`src/rtl/sps_pkg.sv`:
```
package sps_pkg;
  localparam int REF_W      = 5;
  localparam int N_W        = 7;
  localparam int A_W        = 5;
  localparam int REF_WORD_W = REF_W + 1;
  localparam int DIV_WORD_W = N_W + A_W + 1;
  localparam int WORD_MAX   = DIV_WORD_W;

  typedef enum logic [1:0] {
    SEQ_IDLE,
    SEQ_SHIFT,
    SEQ_STROBE
  } seq_state_e;

  typedef struct packed {
    logic [N_W-1:0] n;
    logic [A_W-1:0] a;
  } div_pair_t;

  // Reference word, left aligned in the shared shift width.
  function automatic logic [WORD_MAX-1:0] make_ref_word(input logic [REF_W-1:0] r);
    return {1'b1, r, {(WORD_MAX-REF_WORD_W){1'b0}}};
  endfunction

  function automatic logic [WORD_MAX-1:0] make_div_word(input div_pair_t d);
    return {1'b0, d.n, d.a};
  endfunction
endpackage

```
`src/rtl/sps_divcalc.sv`:
```
module sps_divcalc
  import sps_pkg::*;
#(
  parameter int FREQ_W  = 12,
  parameter int IF_MHZ  = 2,
  parameter int REF_MIN = 5,
  parameter int REF_MAX = 20
) (
  input  logic [FREQ_W-1:0] chan,
  input  logic              rx,
  input  logic [REF_W-1:0]  ref_val,
  output div_pair_t         pair,
  output logic              ok
);
  logic [FREQ_W-1:0] lo_freq;
  logic [FREQ_W-1:0] quot;
  logic              under;
  logic              ref_ok;
  logic              n_fit;

  always_comb begin
    under   = rx && (chan < FREQ_W'(IF_MHZ));
    lo_freq = rx ? (chan - FREQ_W'(IF_MHZ)) : chan;
    quot    = lo_freq >> A_W;
    n_fit   = (quot >> N_W) == '0;
    ref_ok  = (ref_val >= REF_W'(REF_MIN)) && (ref_val <= REF_W'(REF_MAX));
    ok      = ref_ok && !under && n_fit;
    pair.n  = quot[N_W-1:0];
    pair.a  = lo_freq[A_W-1:0];
  end
endmodule

```
`src/rtl/sps_tick.sv`:
```
module sps_tick #(
  parameter int HALF_DIV = 8
) (
  input  logic clk,
  input  logic rst_n,
  input  logic clear,
  input  logic en,
  output logic tick
);
  localparam int CW = (HALF_DIV > 1) ? $clog2(HALF_DIV) : 1;

  logic [CW-1:0] cnt;

  assign tick = en && (cnt == CW'(HALF_DIV - 1));

  always_ff @(posedge clk or negedge rst_n) begin
    if (!rst_n)      cnt <= '0;
    else if (clear)  cnt <= '0;
    else if (en)     cnt <= tick ? '0 : cnt + 1'b1;
  end

  AST_TICK_BOUNDED: assert property (@(posedge clk) disable iff (!rst_n)
    cnt <= CW'(HALF_DIV - 1));
endmodule

```
`src/rtl/sps_shifter.sv`:
```
module sps_shifter #(
  parameter int WORD_W = 13
) (
  input  logic              clk,
  input  logic              rst_n,
  input  logic              load,
  input  logic [WORD_W-1:0] load_word,
  input  logic [$clog2(WORD_W+1)-1:0] load_len,
  input  logic              step,
  output logic              sclk,
  output logic              sdata,
  output logic              last_fall
);
  localparam int LW = $clog2(WORD_W + 1);

  logic [WORD_W-1:0] sreg;
  logic [LW-1:0]     left;
  logic              phase;

  assign sclk      = phase;
  assign sdata     = sreg[WORD_W-1];
  assign last_fall = step && phase && (left == LW'(1));

  always_ff @(posedge clk or negedge rst_n) begin
    if (!rst_n) begin
      sreg  <= '0;
      left  <= '0;
      phase <= 1'b0;
    end else if (load) begin
      sreg  <= load_word;
      left  <= load_len;
      phase <= 1'b0;
    end else if (step && (left != '0)) begin
      if (!phase) begin
        phase <= 1'b1;
      end else begin
        phase <= 1'b0;
        sreg  <= {sreg[WORD_W-2:0], 1'b0};
        left  <= left - 1'b1;
      end
    end
  end

  AST_DATA_STEADY_HIGH: assert property (@(posedge clk) disable iff (!rst_n)
    (sclk && $past(sclk)) |-> $stable(sdata));
  AST_CLK_NEEDS_BITS: assert property (@(posedge clk) disable iff (!rst_n)
    sclk |-> (left != '0));
endmodule

```
`src/rtl/sps_le_timer.sv`:
```
module sps_le_timer #(
  parameter int LE_CYCLES = 13
) (
  input  logic clk,
  input  logic rst_n,
  input  logic start,
  output logic le,
  output logic fin
);
  localparam int CW = $clog2(LE_CYCLES + 1);

  logic [CW-1:0] cnt;
  logic          run;

  assign le  = run;
  assign fin = run && (cnt == '0);

  always_ff @(posedge clk or negedge rst_n) begin
    if (!rst_n) begin
      cnt <= '0;
      run <= 1'b0;
    end else if (start) begin
      cnt <= CW'(LE_CYCLES - 1);
      run <= 1'b1;
    end else if (run) begin
      if (cnt == '0) run <= 1'b0;
      else           cnt <= cnt - 1'b1;
    end
  end

  AST_LE_HOLD: assert property (@(posedge clk) disable iff (!rst_n)
    (run && !fin && !start) |=> run);
endmodule

```
`src/rtl/synth_prog_seq.sv`:
```
module synth_prog_seq
  import sps_pkg::*;
#(
  parameter int FREQ_W    = 12,
  parameter int IF_MHZ    = 2,
  parameter int REF_MIN   = 5,
  parameter int REF_MAX   = 20,
  parameter int HALF_DIV  = 8,
  parameter int LE_CYCLES = 13
) (
  input  logic              clk,
  input  logic              rst_n,
  input  logic              req_valid,
  output logic              req_ready,
  input  logic [FREQ_W-1:0] req_chan_mhz,
  input  logic              req_rx,
  input  logic [REF_W-1:0]  req_ref,
  output logic              syn_sclk,
  output logic              syn_sdata,
  output logic              syn_le,
  output logic              busy,
  output logic              done,
  output logic              reject
);
  localparam int LW = $clog2(WORD_MAX + 1);

  seq_state_e      state;
  logic            second;
  div_pair_t       div_hold;
  div_pair_t       calc_pair;
  logic            calc_ok;
  logic            accept;
  logic            sh_load;
  logic [WORD_MAX-1:0] sh_word;
  logic [LW-1:0]   sh_len;
  logic            tick;
  logic            last_fall;
  logic            le_fin;
  logic            done_q;
  logic            rej_q;

  assign req_ready = (state == SEQ_IDLE);
  assign busy      = (state != SEQ_IDLE);
  assign accept    = req_valid && req_ready;
  assign done      = done_q;
  assign reject    = rej_q;

  sps_divcalc #(
    .FREQ_W(FREQ_W), .IF_MHZ(IF_MHZ), .REF_MIN(REF_MIN), .REF_MAX(REF_MAX)
  ) i_calc (
    .chan(req_chan_mhz), .rx(req_rx), .ref_val(req_ref),
    .pair(calc_pair), .ok(calc_ok)
  );

  // Load the shifter with the reference word on acceptance, and with the
  // divider word when the first strobe ends.
  always_comb begin
    sh_load = 1'b0;
    sh_word = make_ref_word(req_ref);
    sh_len  = LW'(REF_WORD_W);
    if (accept && calc_ok) begin
      sh_load = 1'b1;
    end else if ((state == SEQ_STROBE) && le_fin && !second) begin
      sh_load = 1'b1;
      sh_word = make_div_word(div_hold);
      sh_len  = LW'(DIV_WORD_W);
    end
  end

  sps_tick #(.HALF_DIV(HALF_DIV)) i_tick (
    .clk(clk), .rst_n(rst_n), .clear(sh_load),
    .en(state == SEQ_SHIFT), .tick(tick)
  );

  sps_shifter #(.WORD_W(WORD_MAX)) i_shift (
    .clk(clk), .rst_n(rst_n), .load(sh_load), .load_word(sh_word),
    .load_len(sh_len), .step(tick), .sclk(syn_sclk), .sdata(syn_sdata),
    .last_fall(last_fall)
  );

  sps_le_timer #(.LE_CYCLES(LE_CYCLES)) i_le (
    .clk(clk), .rst_n(rst_n), .start(last_fall), .le(syn_le), .fin(le_fin)
  );

  always_ff @(posedge clk or negedge rst_n) begin
    if (!rst_n) begin
      state    <= SEQ_IDLE;
      second   <= 1'b0;
      div_hold <= '0;
      done_q   <= 1'b0;
      rej_q    <= 1'b0;
    end else begin
      done_q <= 1'b0;
      rej_q  <= 1'b0;
      unique case (state)
        SEQ_IDLE: begin
          if (accept) begin
            if (calc_ok) begin
              state    <= SEQ_SHIFT;
              second   <= 1'b0;
              div_hold <= calc_pair;
            end else begin
              rej_q <= 1'b1;
            end
          end
        end
        SEQ_SHIFT: begin
          if (last_fall) state <= SEQ_STROBE;
        end
        SEQ_STROBE: begin
          if (le_fin) begin
            if (second) begin
              state  <= SEQ_IDLE;
              done_q <= 1'b1;
            end else begin
              state  <= SEQ_SHIFT;
              second <= 1'b1;
            end
          end
        end
        default: state <= SEQ_IDLE;
      endcase
    end
  end

  AST_LE_CLK_LOW: assert property (@(posedge clk) disable iff (!rst_n)
    syn_le |-> !syn_sclk);
  AST_DONE_AFTER_LE: assert property (@(posedge clk) disable iff (!rst_n)
    done |-> ($fell(syn_le) && !busy));
  AST_REJECT_QUIET: assert property (@(posedge clk) disable iff (!rst_n)
    reject |-> (!busy && !syn_le && !syn_sclk));
  AST_IDLE_BUS_QUIET: assert property (@(posedge clk) disable iff (!rst_n)
    !busy |-> (!syn_sclk && !syn_le));
  AST_DIV_SPLIT: assert property (@(posedge clk) disable iff (!rst_n)
    (accept && calc_ok) |->
      ((FREQ_W+1)'({calc_pair.n, calc_pair.a}) ==
       (FREQ_W+1)'(req_rx ? (req_chan_mhz - FREQ_W'(IF_MHZ)) : req_chan_mhz)));
endmodule

```
`config.mk`:
```
export PLATFORM = sky130hd
export DESIGN_NAME = synth_prog_seq
export DESIGN_NICKNAME = d
export VERILOG_FILES = /design/src/rtl/sps_pkg.sv /design/src/rtl/sps_divcalc.sv /design/src/rtl/sps_tick.sv /design/src/rtl/sps_shifter.sv /design/src/rtl/sps_le_timer.sv /design/src/rtl/synth_prog_seq.sv
export SDC_FILE = /design/constraint.sdc
export NUM_CORES = 1
export LEC_CHECK = 0
export ABC_AREA = 1
export ABC_CLOCK_PERIOD_IN_PS = 5300
export BUFFER_PORTS_ARGS = -buffer_cell sky130_fd_sc_hd__buf_2
export CAP_MARGIN = 10
export CORE_MARGIN = 2
export CORE_UTILIZATION = 30
export DETAILED_ROUTE_END_ITERATION = 7
export GPL_TIMING_DRIVEN = 1
export PLACE_DENSITY = 0.53
export SYNTH_ARGS = -nofsm -noshare
export SYNTH_HDL_FRONTEND = slang
export SYNTH_HIERARCHICAL = 1
export SYNTH_SLANG_ARGS = --single-unit
```
`constraint.sdc`:
```
create_clock -name clk -period 5.3 [get_ports clk]
set_input_delay 1.59 -clock clk [delete_from_list [all_inputs] [get_ports clk]]
set_output_delay 1.59 -clock clk [all_outputs]
set_load 0.02 [all_outputs]
```
* Word level (Yosys, flattened, before mapping)
Cells that the tools add are included.
W data, S select, Z words.
** Word-level totals
- Output and inout bits :: 7
- Word-level logic and storage cells :: 97
- Flip-flop bits (word level) :: 43
** Operators by class
- Equality and inequality tests :: 9
- $add $sub $neg :: 4
- Multiplexer cells :: 41
- Magnitude comparators :: 3
- Reductions and logical operators :: 28
** Operators with widths (count)
- $mux W13 :: 5
- $mux W4 :: 8
- $mux W1 :: 18
- $logic_and A1 B1 Y1 :: 12
- $lt A12 B2 Y1 const B :: 1
- $mux W12 :: 1
- $reduce_bool A2 Y1 :: 6
- $sub A12 B2 Y12 const B :: 1
- $mux W3 :: 3
- $mux W2 :: 4
- $ne A2 B1 Y1 const B :: 4
- $reduce_and A4 Y1 :: 2
- $sub A4 B1 Y4 const B :: 2
- $pmux W2 S3 :: 1
- $ge A5 B3 Y1 const B :: 1
- $le A5 B5 Y1 const B :: 1
- $eq A4 B1 Y1 const B :: 1
- $logic_not A4 Y1 :: 1
- $reduce_and A2 Y1 :: 2
- $reduce_bool A4 Y1 :: 1
- $add A3 B1 Y3 const B :: 1
- $eq A3 B3 Y1 const B :: 1
- $reduce_and A3 Y1 :: 1
- $eq A2 B1 Y1 const B :: 1
- 5 further kinds :: 6

* Logic depth before layout (Yosys ltp)
Gate-level depths: netlist of run 1.
- Depth in word-level cells :: 8
- Gate-level depth with buffers :: 14

* Hierarchy
The synthesis of run 1 kept the hierarchy.
** By module, submodules not included
- sps_shifter :: cells each 112, area an instance 907.1 sq um, times used 1
- synth_prog_seq :: cells each 105, area an instance 870.8 sq um, times used 1
- sps_divcalc :: cells each 78, area an instance 394.1 sq um, times used 1
- sps_le_timer :: cells each 35, area an instance 277.8 sq um, times used 1
- sps_tick :: cells each 25, area an instance 177.7 sq um, times used 1

* Worst setup path after synthesis of run 1
No wires, ideal clock.
- Path type :: input -> register
- Start :: input req_ref[4]
- End :: register i_shift.left[1]
- Setup slack :: 2.025 ns
- Stages :: 12
- Library setup time :: 0.127 ns
- Path buffers :: 2
- Data arrival time :: 3.148 ns
- Path through :: nor2_1 > nand3_1 > nand2_1 > nand2_1 > nor2_1 > nand3_4 > buf_6 > nand2_1 > clkbuf_1 > o21ai_0 > nand2_1 > o21ai_0
** Between the ends
- Longest elaborated chain between the ends :: 7
- Elaborated cells on any way between the ends :: 11
** RTL lines
- start, declared :: RTL line synth_prog_seq.sv:17 : input logic [REF_W-1:0] req_ref,
- $ge A5 B3 Y1 / $le A5 B5 Y1 (equally long branches) :: RTL line sps_divcalc.sv:26 : ref_ok = (ref_val >= REF_W'(REF_MIN)) && (ref_val <= REF_W'(REF_MAX));
- $logic_and A1 B1 Y1 * :: RTL line sps_divcalc.sv:26
- $logic_and A1 B1 Y1 * :: RTL line sps_divcalc.sv:27 : ok = ref_ok && !under && n_fit;
- net calc_ok :: RTL line synth_prog_seq.sv:31 : logic calc_ok;
- $logic_and A1 B1 Y1 * :: RTL line synth_prog_seq.sv:61 : if (accept && calc_ok) begin
- $mux W1 * :: RTL line synth_prog_seq.sv:61
- net sh_load :: RTL line synth_prog_seq.sv:33 : logic sh_load;
- $reduce_bool A2 Y1 (no source line)
- $reduce_and A2 Y1 (no source line)
- end signal, assigned :: RTL line sps_shifter.sv:31 : left <= load_len;
- end signal, assigned :: RTL line sps_shifter.sv:39 : left <= left - 1'b1;
- end, declared :: RTL line sps_shifter.sv:17 : logic [LW-1:0] left;
Mark *: on every way through the listed nets, which the timed path passes. The rest lies on a longest branch.
A chain may end at the register's enable or synchronous reset.

* Worst setup path in the final report of run 1
- Start :: input req_ref[4]
- End :: register i_shift.left[0]
The elaborated chain is that of the path after synthesis.

==> flow_summary.yaml, run 1 <==
cells_and_area:
  syn_to_final_growth_pct: 10.9
  diodes: 0
  post_layout_nonfiller_instances: 488
  nets: 406
  fin_area_sq_um: 2910
  drive_above_1_share_pct: 17.6
power_and_ir_drop:
  power.leakage_nw: 1.51
  combPwrFrac_pct: 38.9
  switchingPower_mw: 0.474
  p_int_mw: 0.708
  clockPowerShare_pct: 17.0
  power_switching_share_pct: 40.1
  vdd_drop_max_mv: 0.107
  p_seq_share_pct: 44.1
  p_per_area_nw_per_um2: 406
grt:
  antenna_found_initial: 0
  grt_max_degree: 44
  grt.overflow.total: 0
  grt_pass1_vias: 2107
  grtUsageTotal_pct: 11.5
  grt_pass1_wl_microns: 9250
synthesis:
  synthTopCellsByArea: "dfrtp_1 (41%), nand2_1 (17%), nand3_1 (7.8%)"
  synth-edff-count: 0
  synthArstFlopShare_pct: 100
  yosysMostFrequentCell: "nand2_1"
  synth_fa_ha_area_share_pct: 2.86
  synth_compound_area_share_pct: 3.14
  yosys.area_share.simple_pct: 42.9
  yosysSeqAreaShare_pct: 41.0
  yosys_warnings: 6
  syn_inst: 355
  synthesis.nets: 382
  synth-main-ff-cell: "dfrtp_1"
  yosysUniqueCellTypes: 33
  synthTopCellsByCount: "nand2_1 (118), dfrtp_1 (43), nand3_1 (41), nor2_1 (31), inv_1 (30)"
  synth_top_family_by_area: "simple AND/OR/NAND/NOR gates"
  synth_seq_cells: 43
  muxShareOfSynthArea_pct: 0
  yosys.area.top_type_share_pct: 41.0
  synth_top_area_cell: "dfrtp_1"
  netlist_area_sq_um: 2630
  avgSynthCellArea_sq_um: 7.40
  synth_xor_area_share_pct: 1.33
timing:
  tightestPinTransition_ns: 0.944
  fmax_mhz: 294
  maxSlewViolCount: 0
  rsz0062_at_grt: "false"
  finClkSkew_ns: 0.00723
  setup_viol: 0
  final_hold_viol_count: 0
  finalCriticalPeriod_ns: 3.41
  finalSetupTns_ns: 0
  fin_crit_sh_pct: 64.3
  hold_ws_ns: 0.471
  max_slew_margin_pct: 37.0
routing:
  num_vias: 2217
  wl_per_cell_microns: 10.7
  drt-total-wl_microns: 5230
  antenna_left: 0
  drt_iter0_markers: 60
  drcViolationCount: 0
  via_per_inst: 4.54
  first_pass_iters: 4
placed_design:
  dpl_cell_area_sq_um: 2830
  dp.cells: 480
  place.gp.congestion: 0.785
  port_buffers: 27
  hpwl_microns: 3940
clock_tree:
  clock_latency_ns: 0.29
  path_clk_slew_ns: 0.08
  postCtsSetupBuffers: 0
  cts_tree: "built"
  htreeDepth: 2
  cts_inserted_buffers: 5
  cts_buffer_depth: 2
  hold_buffers: 0
  clock-sinks: 43
  cts_resized: 0
  root_buffer: "clkbuf_8"
flow_run:
  max_cap_violations: 0
die:
  core_sq_um: 8590
  die_area_sq_um: 9520
  die_x_microns: 97.6
  io-pin-count: 28
  start_util_pct: 30.6
  rows: 34
  dieHeight_microns: 97.6
critical_path:
  path_class: "in2reg"
  cp-start-kind: "primary input"
  cp.arrival_ns: 3.59
  crit_required_ns: 5.48
  cp-end-kind: "flop"
  cp_max_fo: 25
status:
  outcome: "finished, final reports clean"
hold_path:
  hp-class: "reg2reg"
state kept, by name, summed over array words and instances, names as in the netlist:
name,count
second,1
div_hold,12
i_tick/cnt,3
i_shift/left,4
i_shift/sclk,1
i_le/cnt,4
reject,1
done,1
i_shift/sreg,13
i_le/le,1
state,2
worst max-delay path, cell delays in order:
cell	delay, ns
buf_2	0.12
nor2_1	0.14
nand3_1	0.10
nand2_1	0.06
nand2_1	0.06
nor2_1	0.10
buf_4	0.20
nand3_4	0.18
nand2_1	0.13
buf_4	0.27
inv_1	0.29
nand2_1	0.24
o21ai_0	0.10
final timing paths:
check                                              end                     from  slack, ns  depth (start not counted)
max                        i_shift/left[0]$_DFFE_PN0P_               req_ref[4]       1.89                         13
min                            div_hold[4]$_DFFE_PN0P_  div_hold[4]$_DFFE_PN0P_       0.47                          2
max reg2reg                i_shift/left[0]$_DFFE_PN0P_  i_le/cnt[0]$_DFFE_PN0P_       2.55                         10
min reg2reg                    div_hold[4]$_DFFE_PN0P_  div_hold[4]$_DFFE_PN0P_       0.47                          2
max in group asynchronous     div_hold[11]$_DFFE_PN0P_                    rst_n       3.27                          1
min in group asynchronous      i_le/cnt[2]$_DFFE_PN0P_                    rst_n       1.44                          1
per-layer routing:
| layer | part of all wire (%) | track usage [%] |
|---|---|---|
| met2 | 47 | 19.3 |
| met3 | 3.2 | 1.87 |
| met4 | 1.3 | 4.38 |
| met1 | 49 | 14.9 |
| met5 | 0 | 0 |
power groups by stage:
stage	Sequential (mW)	Clock, mW	Combinational [mW]
floorplan	0.519	0	0.364
global placement	0.527	0	0.461
detailed placement	0.529	0	0.468
CTS	0.523	0.210	0.471
global route	0.538	0.225	0.538
finish	0.521	0.201	0.460
through the flow:
| stage | total power [mW] | setup slack [ns] | util, % |
|---|---|---|---|
| final | 1.18 | 1.89 | 33.9 |
| after global routing | 1.30 | 1.57 | 33.9 |
| after CTS | 1.20 | 1.88 | 33.9 |
| after detailed placement | 0.997 | 1.55 | 33.0 |
| after global placement | 0.988 | 1.63 | 33.0 |
| after floorplan | 0.883 | 2.02 | - |
cells by family (layout without fill, tap and decap cells):
group,Yosys count,count (layout)
buf+inv,51,76
xor+xnor,4,4
compound gates,15,15
fa+ha+maj,6,6
other cells,1,1
simple gates,235,235
flops,43,43
final cells by class:
type                       count  area, sq um
fill                         956         5680
multi-input combinational    261         1320
sequential                    43         1080
timing repair buffer          29          150
inverter                      39          148
tap                          108          135
clock buffer                   7         76.3
clock inverter                 1         5.00
layout by cell type, fill, tap and decap left out, drive strengths merged:
cell	instances
clkinv	2
nand3b	1
nand3	46
conb	1
a21oi	2
clkbuf	7
xor2	1
o22ai	1
nand4	21
buf	29
nor3	3
o21ai	11
o21a	1
nand2	124
ha	6
inv	38
dfrtp	43
xnor2	3
nor2	40
No activity file was read; power rests on OpenSTA's default activity.
==> run 2, diff against run 1 <==
ABC_AREA = 0   (was 1)
ABC_CLOCK_PERIOD_IN_PS = 3050   (was 5300)
PLACE_DENSITY = 0.55   (was 0.53)
clock period = 3.05 ns   (was 5.3 ns; I/O delays follow)
==> run 2 against run 1 <==
Clock power grew 85%. Clock skew grew 0.00058 ns. Non-clock buffer count grew 6. Via count shrank 17%. Routed wire length shrank 5.0%. Global-route usage grew 0.60 points. Die area shrank 5.1%. Critical path depth shrank 5. Synthesized cell count shrank 31%. Synthesized area shrank 5.3%. Sequential cell count is the same. Critical endpoint is now i_shift/left[1]$_DFFE_PN0P_. Highest routed layer unchanged.
==> flow_summary.yaml, run 2 <==
cells_and_area:
  syn_to_final_growth_pct: 13.8
  final_common_cell: "dfrtp_1"
  nets: 299
  diodes: 0
  regMostFlops: "i_shift/sreg"
  drive_above_1_share_pct: 26.8
  largest_register_ffs: 13
  layout_common_cells: "dfrtp_1 (43), buf_2 (27), a21oi_1 (16), o21ai_0 (16)"
  fill_cells: 820
  top_regs: "i_shift/sreg (13), div_hold (12)"
die:
  die_x_microns: 95.1
  start_util_pct: 30.6
  die_area_sq_um: 9040
  io-pin-count: 28
  dieHeight_microns: 95.1
  core_sq_um: 8130
  rows: 33
synthesis:
  synthTopCellsByArea: "dfrtp_1 (43%), mux2_4 (4.8%), mux2_2 (4.5%)"
  synthTopCellsByCount: "dfrtp_1 (43), a21oi_1 (16), o21ai_0 (16)"
  yosys_warnings: 6
  yosysMostFrequentCell: "dfrtp_1"
  syn_inst: 244
  synth-main-ff-cell: "dfrtp_1"
  synthesis.nets: 271
  yosysSeqAreaShare_pct: 43.3
  netlist_area_sq_um: 2490
  synth_top_area_cell: "dfrtp_1"
  synthArstFlopShare_pct: 100
  yosysUniqueCellTypes: 55
  synth_seq_cells: 43
  avgSynthCellArea_sq_um: 10.2
  synth-edff-count: 0
  yosys.area.top_type_share_pct: 43.3
critical_path:
  cp-start-kind: "primary input"
  crit_required_ns: 3.28
  cpPeakStageDelay_ns: 0.55
  cp_slowest_cell: "or4_4"
  path_class: "in2reg"
  rrSetupSlack_ns: 0.84
  cp.arrival_ns: 2.92
  crit_path_cell_trace: "buf_2 > or4_4 > nor3_4 > a31oi_1 > nor4bb_4 > or2_4 > nor4_1 > a221o_1"
  cp_max_fo: 41
  cp-end-kind: "flop"
  reg2reg_from: "i_le/cnt[0]$_DFFE_PN0P_"
  crit_path_start: "req_chan_mhz[6]"
clock_tree:
  cts_inserted_buffers: 5
  clock_latency_ns: 0.30
  cts_tree: "built"
  cts_resized: 0
  hold_buffers: 0
  path_clk_slew_ns: 0.08
  postCtsSetupBuffers: 0
  clock-sinks: 43
  root_buffer: "clkbuf_8"
  cts_buffer_depth: 2
  htreeDepth: 2
power_and_ir_drop:
  power.leakage_nw: 1.24
  vdd_drop_max_mv: 0.260
  p_per_area_nw_per_um2: 691
  power_mw: 1.96
placed_design:
  port_buffers: 27
  hpwl_microns: 3500
  place.gp.congestion: 0.755
status:
  outcome: "finished, final reports clean"
timing:
  fmax_mhz: 372
  maxSlewViolCount: 0
  rsz0062_at_grt: "false"
  tightestPinTransition_ns: 0.638
  fin_crit_sh_pct: 88.2
  finClkSkew_ns: 0.00781
  hold_ws_ns: 0.501
  finalCriticalPeriod_ns: 2.69
  final_hold_viol_count: 0
  setup_viol: 0
  max_slew_margin_pct: 57.4
routing:
  via_per_inst: 4.88
  antenna_left: 0
  drcViolationCount: 0
  drt-total-wl_microns: 4970
  drt_iter0_markers: 124
  first_pass_iters: 4
  wl_per_cell_microns: 13.2
  num_vias: 1841
grt:
  gr-usage-met1_pct: 16.3
  grt_max_degree: 42
  grt_pass1_wl_microns: 8630
  antenna_found_initial: 0
  met2_usage_pct: 19.0
  met3_usage_pct: 2.45
  grt-busiest-layer: "met2"
  grt.overflow.total: 0
  grt_pass1_vias: 1840
  grtUsageTotal_pct: 12.1
flow_run:
  max_cap_violations: 0
hold_path:
  hp-class: "reg2reg"
  hp-start: "div_hold[6]$_DFFE_PN0P_"
==> run 2: changes by cell type in the layout (fill, tap and decap cells not counted), moves of 6 or more <==
| cell | previous run | this run |
|---|---|---|
| nand3_1 | 41 | 1 |
| nand4_1 | 20 | 0 |
| nor2_1 | 31 | 14 |
| inv_2 | 8 | 0 |
| nor2b_1 | 0 | 14 |
| a21oi_1 | 2 | 16 |
| a31oi_1 | 0 | 14 |
| nand2_1 | 118 | 10 |
| mux2_2 | 0 | 10 |
| and2_1 | 0 | 8 |
| buf_4 | 2 | 8 |
| inv_1 | 30 | 13 |
| mux2_4 | 0 | 8 |
| o21ai_0 | 7 | 16 |
==> run 2: metrics by stage <==
stage          worst slack [ns]  instance area (sq um)  util [%]  cells  TNS, ns
4_1_cts                   0.368                   2830      34.8    377        0
3_3_place_gp              0.113                   2740      33.7    370        0
6_report                  0.359                   2830      34.8    377        0
2_1_floorplan           -0.0284                   2510         -    244  -0.0568
3_5_place_dp             0.0635                   2740      33.7    370        0
5_1_grt                   0.200                   2830      34.8    377        0
==> run 2: where the power goes <==
part | switching (mW) | internal (mW) | leakage (nW)
clock network | 0.194 | 0.178 | 0.0470
registers | 0.150 | 0.798 | 0.523
logic | 0.302 | 0.334 | 0.673
==> run 2: cell families (layout without fill, tap and decap cells) <==
family          Yosys count  after routing  synth area share, %
buf+inv                  27             55                 5.73
other cells               1              1                0.151
compound gates           58             58                 14.1
mux                      20             20                 10.2
xor+xnor                 10             10                 3.52
fa+ha+maj                 6              6                 3.02
simple gates             79             79                 20.0
flops                    43             43                 43.3
==> run 2: layout make-up <==
cell class	count	area, sq um	share of cell area [%]
clock buffer	6	82.6	2.92
clock inverter	1	5.00	0.177
inverter	13	48.8	1.72
multi-input combinational	174	1290	45.6
sequential	43	1080	38.0
tap	105	131	4.64
timing repair buffer	35	195	6.89
==> run 2: metal layers <==
layer | up-vias | part of all wire, %
met5 | - | 0
met1 | 881 | 48
met4 | 0 | 1.5
li1 | 915 | -
met3 | 7 | 3.7
met2 | 38 | 46
==> run 2: worst paths after layout <==
check,endpoint,cells after the start
hold reg to reg,div_hold[6]$_DFFE_PN0P_,1
max in group asynchronous,i_le/cnt[3]$_DFFE_PN0P_,2
hold / removal,div_hold[6]$_DFFE_PN0P_,1
min in group asynchronous,state[0]$_DFFE_PN0P_,1
setup / recovery,i_shift/left[1]$_DFFE_PN0P_,8
setup reg to reg,i_shift/left[1]$_DFFE_PN0P_,8
==> run 2: critical path: cells and delay by family <==
kind                   cells  cell delay, ns
and+or+nand+nor            5            1.60
AOI/OAI and AO/OA          2            0.28
buffers and inverters      1            0.12
==> run 3, diff against run 2 <==
CTS_BUF_LIST = sky130_fd_sc_hd__clkbuf_4   (was default)
==> run 3 against run 2 <==
Clock skew rose by 0.0031 ns. Highest routed layer unchanged. Largest cell class unchanged. Critical path type unchanged. Largest power group unchanged. Clock power fell by 28%. Final area fell by 1.5%.
==> flow_summary.yaml, run 3 (synthesis results as in run 2) <==
status:
  outcome: "finished, final reports clean"
cells_and_area:
  regMostFlops: "i_shift/sreg"
  drive_above_1_share_pct: 26.5
  largest_register_ffs: 13
  diodes: 0
  utilization_pct: 34.3
  fin_area_sq_um: 2790
  layout_common_cells: "dfrtp_1 (43), buf_2 (27), a21oi_1 (16), o21ai_0 (16)"
  top_regs: "i_shift/sreg (13), div_hold (12)"
  nets: 299
  syn_to_final_growth_pct: 12.2
  final_common_cell: "dfrtp_1"
placed_design:
  place.gp.congestion: 0.755
  port_buffers: 27
  dpl_cell_area_sq_um: 2740
  hpwl_microns: 3500
  dpl_worst_slack_ns: 0.0635
timing:
  max_slew_margin_pct: 58.2
  fmax_mhz: 382
  setup_slack_ns: 0.430
  fin_crit_sh_pct: 85.9
  tightestPinTransition_ns: 0.627
  finalSetupTns_ns: 0
  rsz0062_at_grt: "false"
  finClkSkew_ns: 0.0109
  finalCriticalPeriod_ns: 2.62
  final_hold_viol_count: 0
  maxSlewViolCount: 0
  setup_viol: 0
die:
  rows: 33
  start_util_pct: 30.6
  die_area_sq_um: 9040
  core_sq_um: 8130
  dieHeight_microns: 95.1
  io-pin-count: 28
  die_x_microns: 95.1
power_and_ir_drop:
  switchingPower_mw: 0.634
  power_mw: 1.85
  combPwrFrac_pct: 34.3
  power_switching_share_pct: 34.4
  p_int_mw: 1.21
  power.leakage_nw: 1.22
  vdd_drop_max_mv: 0.258
  p_per_area_nw_per_um2: 662
  p_seq_share_pct: 51.2
  clockPowerShare_pct: 14.4
critical_path:
  crit_path_cell_trace: "buf_2 > or4_4 > nor3_4 > a31oi_1 > nor4bb_4 > or2_4 > nor4_1 > a221o_1"
  cp_max_fo: 41
  path_class: "in2reg"
  cp-start-kind: "primary input"
  critPathTopFamily: "simple AND/OR/NAND/NOR gates"
  cp.arrival_ns: 2.92
  crit_required_ns: 3.35
  cp-end-kind: "flop"
  cp_slowest_cell: "or4_4"
  cpPeakStageDelay_ns: 0.55
  worst-path-buf-inv: 1
clock_tree:
  cts_buffer_depth: 2
  root_buffer: "clkbuf_4"
  postCtsSetupBuffers: 0
  cts_inserted_buffers: 5
  clock_latency_ns: 0.36
  path_clk_slew_ns: 0.12
  cts_resized: 0
  cts_tree: "built"
  clock-sinks: 43
  htreeDepth: 2
  hold_buffers: 0
grt:
  grt_max_degree: 42
  grt.overflow.total: 0
  grtUsageTotal_pct: 12.1
  grt_pass1_vias: 1834
  antenna_found_initial: 0
  grt_pass1_wl_microns: 8620
routing:
  first_pass_iters: 4
  num_vias: 1846
  via_per_inst: 4.90
  drt-total-wl_microns: 4930
  drt_iter0_markers: 120
  wl_per_cell_microns: 13.1
  drcViolationCount: 0
  antenna_left: 0
hold_path:
  hp-class: "reg2reg"
flow_run:
  max_cap_violations: 0
==> run 3: cell count changes in the layout (fill, tap and decap cells not counted), sizes merged <==
cell and change:
clkbuf -1, clkinv +1
==> run 3: final timing paths <==
path,startpoint,endpoint,slack (ns),cells after the start
worst max register to register,i_le/cnt[0]$_DFFE_PN0P_,i_shift/left[1]$_DFFE_PN0P_,0.81,8
worst min-delay path,div_hold[6]$_DFFE_PN0P_,div_hold[6]$_DFFE_PN0P_,0.51,1
worst min register to register,div_hold[6]$_DFFE_PN0P_,div_hold[6]$_DFFE_PN0P_,0.51,1
worst max-delay path,req_chan_mhz[6],i_shift/left[1]$_DFFE_PN0P_,0.43,8
max in group asynchronous,rst_n,i_le/cnt[3]$_DFFE_PN0P_,1.91,2
min in group asynchronous,rst_n,state[0]$_DFFE_PN0P_,0.56,1
==> run 3: metal layers <==
| metal | global-route usage [%] | wire length (microns) | vias to the layer above |
|---|---|---|---|
| met5 | 0 | 0 | - |
| met4 | 5.19 | 75 | 0 |
| met1 | 16.2 | 2370 | 888 |
| li1 | - | - | 913 |
| met2 | 19.1 | 2300 | 39 |
| met3 | 2.45 | 179 | 6 |
==> run 3: power groups by stage <==
stage / combinational, mW / clock, mW / sequential, mW
after CTS: 0.643 / 0.276 / 0.946
final: 0.633 / 0.267 / 0.946
after global routing: 0.725 / 0.300 / 0.978
after floorplan: 0.509 / 0 / 0.928
after global placement: 0.631 / 0 / 0.954
after detailed placement: 0.643 / 0 / 0.956
==> run 3: cell type report <==
type	instances	area [sq um]
fillers	827	5340
multi-input cells	174	1290
flip-flops and latches	43	1080
repair buffers	35	195
well taps	105	131
inverters	13	48.8
clock buffers	5	37.5
clock inverters	2	8.76
==> run 3: through the flow <==
| step | hold WS [ns] | cells |
|---|---|---|
| 2_1_floorplan | 0.472 | 244 |
| 3_3_place_gp | 0.483 | 370 |
| 3_5_place_dp | 0.486 | 370 |
| 4_1_cts | 0.516 | 377 |
| 5_1_grt | 0.531 | 377 |
| 6_report | 0.510 | 377 |
